$ cat src/rtl/rcs_pkg.sv
// Shared definitions for the reference-clock bring-up sequencer.
// Assumes durations fit in 64-bit products of kHz and microseconds.
package rcs_pkg;

    typedef enum logic [3:0] {
        ST_IDLE,
        ST_PHY,
        ST_REQ0,
        ST_REQ1,
        ST_HOLD,
        ST_SETTLE,
        ST_POLL,
        ST_KICK,
        ST_DONE,
        ST_FAIL
    } rcs_state_e;

    // Converts a duration in microseconds into clock cycles, rounding up, never below one.
    function automatic int unsigned us_to_cyc(input longint unsigned khz, input longint unsigned us);
        longint unsigned c;
        c = (khz * us + 64'd999) / 64'd1000;
        if (c < 64'd1) c = 64'd1;
        return int'(c);
    endfunction

    // Largest of four cycle counts.
    function automatic int unsigned max4(input int unsigned a, input int unsigned b,
                                         input int unsigned c, input int unsigned d);
        int unsigned m;
        m = a;
        if (b > m) m = b;
        if (c > m) m = c;
        if (d > m) m = d;
        return m;
    endfunction

endpackage

$ cat src/rtl/rcs_cycle_timer.sv
// Shared cycle counter: restarts from zero on clear, otherwise counts up and
// saturates at its all-ones value. Assumes the owner clears it on each state entry.
module rcs_cycle_timer #(
    parameter int unsigned CNT_W = 8
) (
    input  logic             clk,
    input  logic             rst_n,
    input  logic             clr_i,
    output logic [CNT_W-1:0] count_o
);

    localparam logic [CNT_W-1:0] TOP = '1;

    // Count elapsed cycles in the current state.
    always_ff @(posedge clk) begin
        if (!rst_n || clr_i) begin
            count_o <= '0;
        end else if (count_o != TOP) begin
            count_o <= count_o + 1'b1;
        end
    end

endmodule

$ cat src/rtl/rcs_bringup_fsm.sv
// Bring-up control: steps through PHY wait, two lane handshakes, clock enable,
// reset hold, settle and ready poll, and drives every output from registers
// that change on the same edge as the state. Assumes count_i is zero on the
// first cycle in each state (timer cleared on every transition).
module rcs_bringup_fsm
    import rcs_pkg::*;
#(
    parameter int unsigned CNT_W      = 8,
    parameter int unsigned HS_CYC     = 4,
    parameter int unsigned PERST_CYC  = 4,
    parameter int unsigned SETTLE_CYC = 4,
    parameter int unsigned READY_CYC  = 4
) (
    input  logic             clk,
    input  logic             rst_n,
    input  logic             start_i,
    input  logic             phy_ok_i,
    input  logic             ack0_i,
    input  logic             ack1_i,
    input  logic             ready_i,
    input  logic [CNT_W-1:0] count_i,
    output logic             tmr_clr_o,
    output logic             app_en_o,
    output logic             cfg_o,
    output logic             req0_o,
    output logic             req1_o,
    output logic [1:0]       lane_en_o,
    output logic             port_en_o,
    output logic             gate_dis_o,
    output logic             perst_n_o,
    output logic             kick_o,
    output logic             done_o,
    output logic             fail_o
);

    localparam logic [CNT_W-1:0] HS_LAST     = CNT_W'(HS_CYC - 1);
    localparam logic [CNT_W-1:0] PERST_LAST  = CNT_W'(PERST_CYC - 1);
    localparam logic [CNT_W-1:0] SETTLE_LAST = CNT_W'(SETTLE_CYC - 1);
    localparam logic [CNT_W-1:0] READY_LAST  = CNT_W'(READY_CYC - 1);

    rcs_state_e       state_q, state_d;
    logic [CNT_W-1:0] last_cnt;
    logic             expired;

    // Pick the cycle limit that applies to the current state.
    always_comb begin
        unique case (state_q)
            ST_HOLD:   last_cnt = PERST_LAST;
            ST_SETTLE: last_cnt = SETTLE_LAST;
            ST_POLL:   last_cnt = READY_LAST;
            default:   last_cnt = HS_LAST;
        endcase
        expired = (count_i == last_cnt);
    end

    // Next-state decision from inputs and the shared timer.
    always_comb begin
        state_d = state_q;
        unique case (state_q)
            ST_IDLE, ST_DONE, ST_FAIL: if (start_i) state_d = ST_PHY;
            ST_PHY:    if (phy_ok_i) state_d = ST_REQ0;
                       else if (expired) state_d = ST_FAIL;
            ST_REQ0:   if (ack0_i) state_d = ST_REQ1;
                       else if (expired) state_d = ST_FAIL;
            ST_REQ1:   if (ack1_i) state_d = ST_HOLD;
                       else if (expired) state_d = ST_FAIL;
            ST_HOLD:   if (expired) state_d = ST_SETTLE;
            ST_SETTLE: if (expired) state_d = ST_POLL;
            ST_POLL:   if (ready_i) state_d = ST_KICK;
                       else if (expired) state_d = ST_FAIL;
            ST_KICK:   state_d = ST_DONE;
            default:   state_d = ST_IDLE;
        endcase
    end

    assign tmr_clr_o = (state_d != state_q);

    // State register and the output actions tied to each entered state.
    always_ff @(posedge clk) begin
        if (!rst_n) begin
            state_q    <= ST_IDLE;
            app_en_o   <= 1'b0;
            cfg_o      <= 1'b0;
            req0_o     <= 1'b0;
            req1_o     <= 1'b0;
            lane_en_o  <= 2'b00;
            port_en_o  <= 1'b0;
            gate_dis_o <= 1'b1;
            perst_n_o  <= 1'b0;
            kick_o     <= 1'b0;
            done_o     <= 1'b0;
            fail_o     <= 1'b0;
        end else begin
            state_q <= state_d;
            kick_o  <= 1'b0;
            if (state_d != state_q) begin
                unique case (state_d)
                    ST_PHY: begin
                        app_en_o   <= 1'b1;
                        cfg_o      <= 1'b0;
                        req0_o     <= 1'b0;
                        req1_o     <= 1'b0;
                        lane_en_o  <= 2'b00;
                        port_en_o  <= 1'b0;
                        gate_dis_o <= 1'b1;
                        perst_n_o  <= 1'b0;
                        done_o     <= 1'b0;
                        fail_o     <= 1'b0;
                    end
                    ST_REQ0: begin
                        cfg_o  <= 1'b1;
                        req0_o <= 1'b1;
                    end
                    ST_REQ1:   req1_o <= 1'b1;
                    ST_HOLD: begin
                        cfg_o     <= 1'b0;
                        lane_en_o <= 2'b11;
                        port_en_o <= 1'b1;
                    end
                    ST_SETTLE: perst_n_o  <= 1'b1;
                    ST_KICK:   gate_dis_o <= 1'b0;
                    ST_DONE: begin
                        kick_o <= 1'b1;
                        done_o <= 1'b1;
                    end
                    ST_FAIL: begin
                        cfg_o  <= 1'b0;
                        fail_o <= 1'b1;
                    end
                    default: ;
                endcase
            end
        end
    end

endmodule

$ cat src/rtl/refclk_bringup_seq.sv
// Top of the reference-clock bring-up sequencer. Converts the microsecond
// parameters into cycle limits, sizes the shared timer, and ties the timer to
// the control FSM. Assumes all inputs are synchronous to clk.
module refclk_bringup_seq
    import rcs_pkg::*;
#(
    parameter int unsigned CLK_KHZ   = 24000,
    parameter int unsigned HS_US     = 50000,
    parameter int unsigned PERST_US  = 100,
    parameter int unsigned SETTLE_US = 100000,
    parameter int unsigned READY_US  = 250000
) (
    input  logic       clk,
    input  logic       rst_n,
    input  logic       start_i,
    input  logic       phy_refclk_ok_i,
    input  logic       lane_ack0_i,
    input  logic       lane_ack1_i,
    input  logic       port_ready_i,
    output logic       app_clk_en_o,
    output logic       cfg_access_o,
    output logic       lane_req0_o,
    output logic       lane_req1_o,
    output logic [1:0] lane_refclk_en_o,
    output logic       port_refclk_en_o,
    output logic       refclk_gate_dis_o,
    output logic       appclk_gate_dis_o,
    output logic       perst_n_o,
    output logic       ltssm_start_o,
    output logic       done_o,
    output logic       timeout_o
);

    localparam int unsigned HS_CYC     = us_to_cyc(CLK_KHZ, HS_US);
    localparam int unsigned PERST_CYC  = us_to_cyc(CLK_KHZ, PERST_US);
    localparam int unsigned SETTLE_CYC = us_to_cyc(CLK_KHZ, SETTLE_US);
    localparam int unsigned READY_CYC  = us_to_cyc(CLK_KHZ, READY_US);
    localparam int unsigned MAX_CYC    = max4(HS_CYC, PERST_CYC, SETTLE_CYC, READY_CYC);
    localparam int unsigned CNT_W      = $clog2(MAX_CYC + 1);

    logic             tmr_clr;
    logic [CNT_W-1:0] tmr_count;
    logic             gate_dis;

    rcs_cycle_timer #(.CNT_W(CNT_W)) u_timer (
        .clk     (clk),
        .rst_n   (rst_n),
        .clr_i   (tmr_clr),
        .count_o (tmr_count)
    );

    rcs_bringup_fsm #(
        .CNT_W      (CNT_W),
        .HS_CYC     (HS_CYC),
        .PERST_CYC  (PERST_CYC),
        .SETTLE_CYC (SETTLE_CYC),
        .READY_CYC  (READY_CYC)
    ) u_fsm (
        .clk        (clk),
        .rst_n      (rst_n),
        .start_i    (start_i),
        .phy_ok_i   (phy_refclk_ok_i),
        .ack0_i     (lane_ack0_i),
        .ack1_i     (lane_ack1_i),
        .ready_i    (port_ready_i),
        .count_i    (tmr_count),
        .tmr_clr_o  (tmr_clr),
        .app_en_o   (app_clk_en_o),
        .cfg_o      (cfg_access_o),
        .req0_o     (lane_req0_o),
        .req1_o     (lane_req1_o),
        .lane_en_o  (lane_refclk_en_o),
        .port_en_o  (port_refclk_en_o),
        .gate_dis_o (gate_dis),
        .perst_n_o  (perst_n_o),
        .kick_o     (ltssm_start_o),
        .done_o     (done_o),
        .fail_o     (timeout_o)
    );

    assign refclk_gate_dis_o = gate_dis;
    assign appclk_gate_dis_o = gate_dis;

endmodule

$ cat config.mk
export PLATFORM = sky130hd
export DESIGN_NAME = refclk_bringup_seq
export DESIGN_NICKNAME = d
export VERILOG_FILES = /design/src/rtl/rcs_pkg.sv /design/src/rtl/rcs_cycle_timer.sv /design/src/rtl/rcs_bringup_fsm.sv /design/src/rtl/refclk_bringup_seq.sv
export SDC_FILE = /design/constraint.sdc
export NUM_CORES = 1
export LEC_CHECK = 0
export ABC_AREA = 1
export BUFFER_PORTS_ARGS = -buffer_cell sky130_fd_sc_hd__buf_2
export CELL_PAD_IN_SITES_DETAIL_PLACEMENT = 0
export CELL_PAD_IN_SITES_GLOBAL_PLACEMENT = 1
export CORE_MARGIN = 2
export CORE_UTILIZATION = 25
export DETAILED_ROUTE_END_ITERATION = 16
export PLACE_DENSITY_LB_ADDON = 0.08
export SLEW_MARGIN = 20
export SYNTH_ARGS = -nofsm -noshare
export SYNTH_HDL_FRONTEND = slang
export SYNTH_SLANG_ARGS = --single-unit
$ cat constraint.sdc
create_clock -name clk -period 3.5 [get_ports clk]
set_clock_uncertainty 0.1 [all_clocks]
set_input_delay 0.7 -clock clk [delete_from_list [all_inputs] [get_ports clk]]
set_output_delay 0.7 -clock clk [all_outputs]
set_load 0.01 [all_outputs]
== Word level (Yosys, flattened, before mapping) ==
Index checks and enable logic that the tools add are counted.
Operators by class
  $add $sub $neg: 1
  eq/ne operators: 20
  muxes and demuxes: 20
  reductions and logical operators: 23
Operators by type and width (number)
  23-bit one-hot mux with 3 select lines: 1
  4-bit two-way mux: 8
  4-bit one-hot mux with 8 select lines: 1
  4-bit by 3-bit == test with 1-bit output (second input constant): 7
  23-bit by 1-bit adder with 23-bit output (second input constant): 1
  23-bit == test: 1
  23-bit != test (second input constant): 1
  2-bit AND reduction: 10
  4-bit by 2-bit == test with 1-bit output (second input constant): 4
  4-bit == test (second input constant): 4
  1-bit one-hot mux with 2 select lines: 8
  2-bit nonzero test: 8
  4-bit by 1-bit == test with 1-bit output (second input constant): 2
  3-bit OR reduction: 2
  4-bit logical NOT: 1
  4-bit != test: 1
  2-bit one-hot mux with 2 select lines: 1
  1-bit logical NOT: 1
  1-bit logical OR: 1
  1-bit two-way mux: 1
Word-level totals
  register bits: 39
  bits of input ports: 7
  logic and storage cells: 77

== Depth between registers and ports, before layout ==
  depth after elaboration: 10
  mapped depth: 20
  mapped depth without buffers: 20

== By module ==
A second synthesis with hierarchy kept.
Second synthesis, totals
  cell total of the unflattened synthesis: 409
  area total of the unflattened synthesis: 2562.5 µm²
By module, submodules not included
  rcs_cycle_timer: instances 1, cells each 209, area each 1333.8 µm², sequential area each 460.4 µm²
  rcs_bringup_fsm: instances 1, cells each 199, area each 1221.2 µm², sequential area each 280.3 µm²
  refclk_bringup_seq: instances 1, cells each 1, area each 7.5 µm², sequential area each 0.0 µm²

== Worst setup path after synthesis ==
Ideal clock, no wire load.
  path kind: reg-to-reg
  start point: register u_fsm.state_q[1]
  end point: register u_timer.count_o[22]
  arrival time: 1.971 ns
  setup slack: 1.363 ns
  cell stages (with the launch flop): 18
  path buffers: 2
  cell sequence: dfxtp_1 -> buf_4 -> inv_2 -> nand2_1 -> nor2_4 -> nand2_1 -> a21oi_1 -> nand2_1 -> nor2_2 -> nand2_2 -> a21boi_2 -> nand3_1 -> nand2_2 -> nand3_4 -> nor2_2 -> inv_2 -> buf_6 -> a21oi_2
On the way
  longest elaborated chain between the ends: 8
  elaborated cells on any way between the ends: 24
  classes of those cells: 11 x eq/ne; 10 x mux; 3 x reduce/logical
RTL lines
  from (decl): RTL line rcs_bringup_fsm.sv:41  | rcs_state_e state_q, state_d;
  from (signal assigned): RTL line rcs_bringup_fsm.sv:94  | state_q <= state_d;
  4-bit by 3-bit == test with 1-bit output: RTL line rcs_bringup_fsm.sv:47, rcs_bringup_fsm.sv:59
  23-bit one-hot mux with 3 select lines: RTL line rcs_bringup_fsm.sv:47  | unique case (state_q)
  23-bit == test: RTL line rcs_bringup_fsm.sv:53  | expired = (count_i == last_cnt);
  4-bit two-way mux
  4-bit two-way mux (on tied branches)
  4-bit one-hot mux with 8 select lines: RTL line rcs_bringup_fsm.sv:59  | unique case (state_q)
  4-bit != test *: RTL line rcs_bringup_fsm.sv:76  | assign tmr_clr_o = (state_d != state_q);
  1-bit logical OR *: RTL line rcs_cycle_timer.sv:16  | if (!rst_n || clr_i) begin
  to (signal assigned): RTL line rcs_cycle_timer.sv:19  | count_o <= count_o + 1'b1;
  to (decl): RTL line rcs_cycle_timer.sv:9  | output logic [CNT_W-1:0] count_o
Mark *: on every way between the ends. The rest lies on a longest branch, timed or not.
A chain may end at the register's enable or synchronous reset.

== Worst setup path after layout ==
  start point: register u_fsm.state_q[1]
  end point: register u_timer.count_o[8]
Same word-level chain as after synthesis.

==> impl_metrics.yaml <==
outcome:
  status: "finished clean"
setup_path:
  critPathMaxFanout: 23
  crit_arrival_ns: 2.79
  worstSetupStartpointType: "flop"
  crit_path_end_kind: "flop"
  critPathRequiredTime_ns: 3.56
  rrSetupSlack_ns: 0.78
  crit_type: "reg -> reg"
sta:
  grt_setup_unrepaired: "false"
  finalCritPeriodShare: 0.778
  setup_tns_ns: 0
  period_minus_slack_ns: 2.72
  max_slew_margin: 0.650
  holdWs_ns: 0.360
  hold_viol_final: 0
  setup_viol_count_final: 0
  report.final.slew_viol_count: 0
  clock.fmax_mhz: 367
  tightest_slew_ns: 0.524
grt:
  antenna_found_initial: 0
  grt_pass1_vias: 2064
  overflow: 0
  grt_max_degree: 24
  grt_usage: 0.140
  grt_pass1_wl_mm: 10.6
yosys:
  ys_types: 28
  yosys_most_used_dff: "dfxtp_1"
  yosysMostFrequentCell: "nand2_1"
  yosysSeqAreaShare: 0.336
  ys.warnings.count: 0
  syn_avg_cell_area_um2: 6.55
  synth_edf_count: 0
  synth_top_area_frac: 0.336
  syn_area_mm2: 0.00220
  synth_commonest_cells: "nand2_1 (88), nor2_1 (47), inv_1 (41), dfxtp_1 (37), nand3_1 (23)"
  synth-seq-cells: 37
  synth_fp_nets: 344
  synth.top_cells.by_area: "dfxtp_1 (34%), nand2_1 (15%), nor2_1 (8.0%)"
  ys_async_sr_fraction: 0
  synth_largest_area_cell: "dfxtp_1"
  syn_inst: 336
drt:
  antenna_left: 0
  drc: 0
  via_per_inst: 4.35
  dr.pass1.iters: 4
  post_drt_wl_per_cell_um: 13.5
  vias: 2024
  routed_wl_mm: 6.30
  drt_iter0_markers: 48
clock_network:
  cts.clk_slew.worst_paths_ns: 0.08
  post_cts_resized: 0
  worst_skew_pair.late_latency_ns: 0.29
  htreeDepth: 2
  cts_buffer_depth: 2
  postCtsHoldBufs: 0
  cts_root_buffer: "clkbuf_8"
  cts_buffers: 5
  cts_tree: "built"
  post-cts-setup-buffers: 0
  clock_sinks: 37
place:
  hpwl_mm: 5.01
  place.gp.congestion: 0.810
  io_buffers: 19
  dp.cells: 457
floorplan:
  core_mm2: 0.00864
  die_x_um: 97.9
  dieArea_mm2: 0.00958
  die_y_um: 97.9
  ioPinCount: 20
  rows: 34
  initial_core_util: 0.255
power_and_ir_drop:
  ir_drop_mv: 0.138
  p_leak_nw: 1.01
  powerDensity_mw_per_mm2: 387
final_layout:
  largest_reg_flops: 23
  n_antenna_cell: 0
  num-fill-cells: 986
  fin_nets: 364
  syn_to_final_growth_pct: 13.5
  regMostFlops: "u_timer.count_o"
  instances_no_fill: 465
  top_regs: "u_timer.count_o x23, u_fsm.state_q x4"
  drive_gt1_frac: 0.165
  final_core_util: 0.289
hold_path:
  min_path_type: "reg -> reg"
run:
  drv_cap: 0
## per-stage QoR
step / total power, mW / instance area [um^2] / worst slack [ns]
CTS: 0.989 / 2500 / 0.741
finish: 0.968 / 2500 / 0.777
detailed placement: 0.576 / 2380 / 0.760
floorplan: 0.547 / 2200 / 1.36
global route: 1.02 / 2500 / 0.426
global placement: 0.581 / 2380 / 0.709
## kinds of logic (layout without fill, tap and decap cells)
kind of cell / count (synthesis) / after routing / share of synthesized area
adders and majority gates: 1 / 1 / 0.00568
DFF: 37 / 37 / 0.336
AOI/OAI and AO/OA: 27 / 27 / 0.0710
xor gates and xnor gates: 20 / 20 / 0.0795
and+or+nand+nor: 199 / 199 / 0.405
buffers and inverters: 52 / 73 / 0.102
## area by class of cell
| type | instances | area, um^2 | area share |
|---|---|---|---|
| inverters | 46 | 173 | 0.0691 |
| clock inverters | 2 | 37.5 | 0.0150 |
| multi-input cells | 247 | 1240 | 0.494 |
| repair buffers | 19 | 95.1 | 0.0380 |
| flip-flops and latches | 37 | 741 | 0.296 |
| well taps | 108 | 135 | 0.0541 |
| clock buffers | 6 | 82.6 | 0.0330 |
## cell usage in the layout (no fill, tap or decap), types with 12 or more instances in the layout
cell     Yosys  routed
nand2_1     88      88
nor2_1      47      47
inv_1       41      41
dfxtp_1     37      37
nand3_1     23      23
buf_2        0      19
xor2_1      16      16
a21oi_1     14      14
nor2_2      12      12
## report_power, final
group          leakage (nW)  switching (mW)  internal (mW)
Sequential            0.299          0.0103          0.432
Clock                0.0574           0.172          0.232
Combinational         0.654          0.0855         0.0365
## worst paths after layout
| path | start | end | cells past startpoint |
|---|---|---|---|
| setup / recovery | u_fsm.state_q[1]$_SDFF_PN0_ | u_timer.count_o[8]$_SDFFE_PP0P_ | 17 |
| hold / removal | u_fsm.app_en_o$_SDFFE_PN0P_ | u_fsm.app_en_o$_SDFFE_PN0P_ | 2 |
| setup reg to reg | u_fsm.state_q[1]$_SDFF_PN0_ | u_timer.count_o[8]$_SDFFE_PP0P_ | 17 |
| hold reg to reg | u_fsm.app_en_o$_SDFFE_PN0P_ | u_fsm.app_en_o$_SDFFE_PN0P_ | 2 |
## layer usage
| layer | vias to the layer above | part of all wire | wire length (um) | global-route usage |
|---|---|---|---|---|
| met5 | - | 0 | 0 | 0 |
| met4 | 0 | 0.017 | 104 | 0.0406 |
| met3 | 8 | 0.015 | 94 | 0.0236 |
| met2 | 15 | 0.44 | 2790 | 0.218 |
| met1 | 914 | 0.53 | 3310 | 0.199 |
| li1 | 1087 | - | - | - |
## worst max-delay path, cell delays in order, from the launching register on
cell and delay, ns:
dfxtp_1 0.50, inv_2 0.12, nor2_1 0.17, nand2_2 0.11, nand2_1 0.08, nand2_1 0.05
nor2_1 0.10, nand2_1 0.07, nor2_2 0.14, nand2_2 0.12, a21boi_2 0.19, nand2_2 0.08
nand2_1 0.07, nand2_2 0.07, nand3_4 0.09, nor2_2 0.04, inv_2 0.39, a21oi_1 0.08
Note: power is estimated with default switching activity, not from simulation.
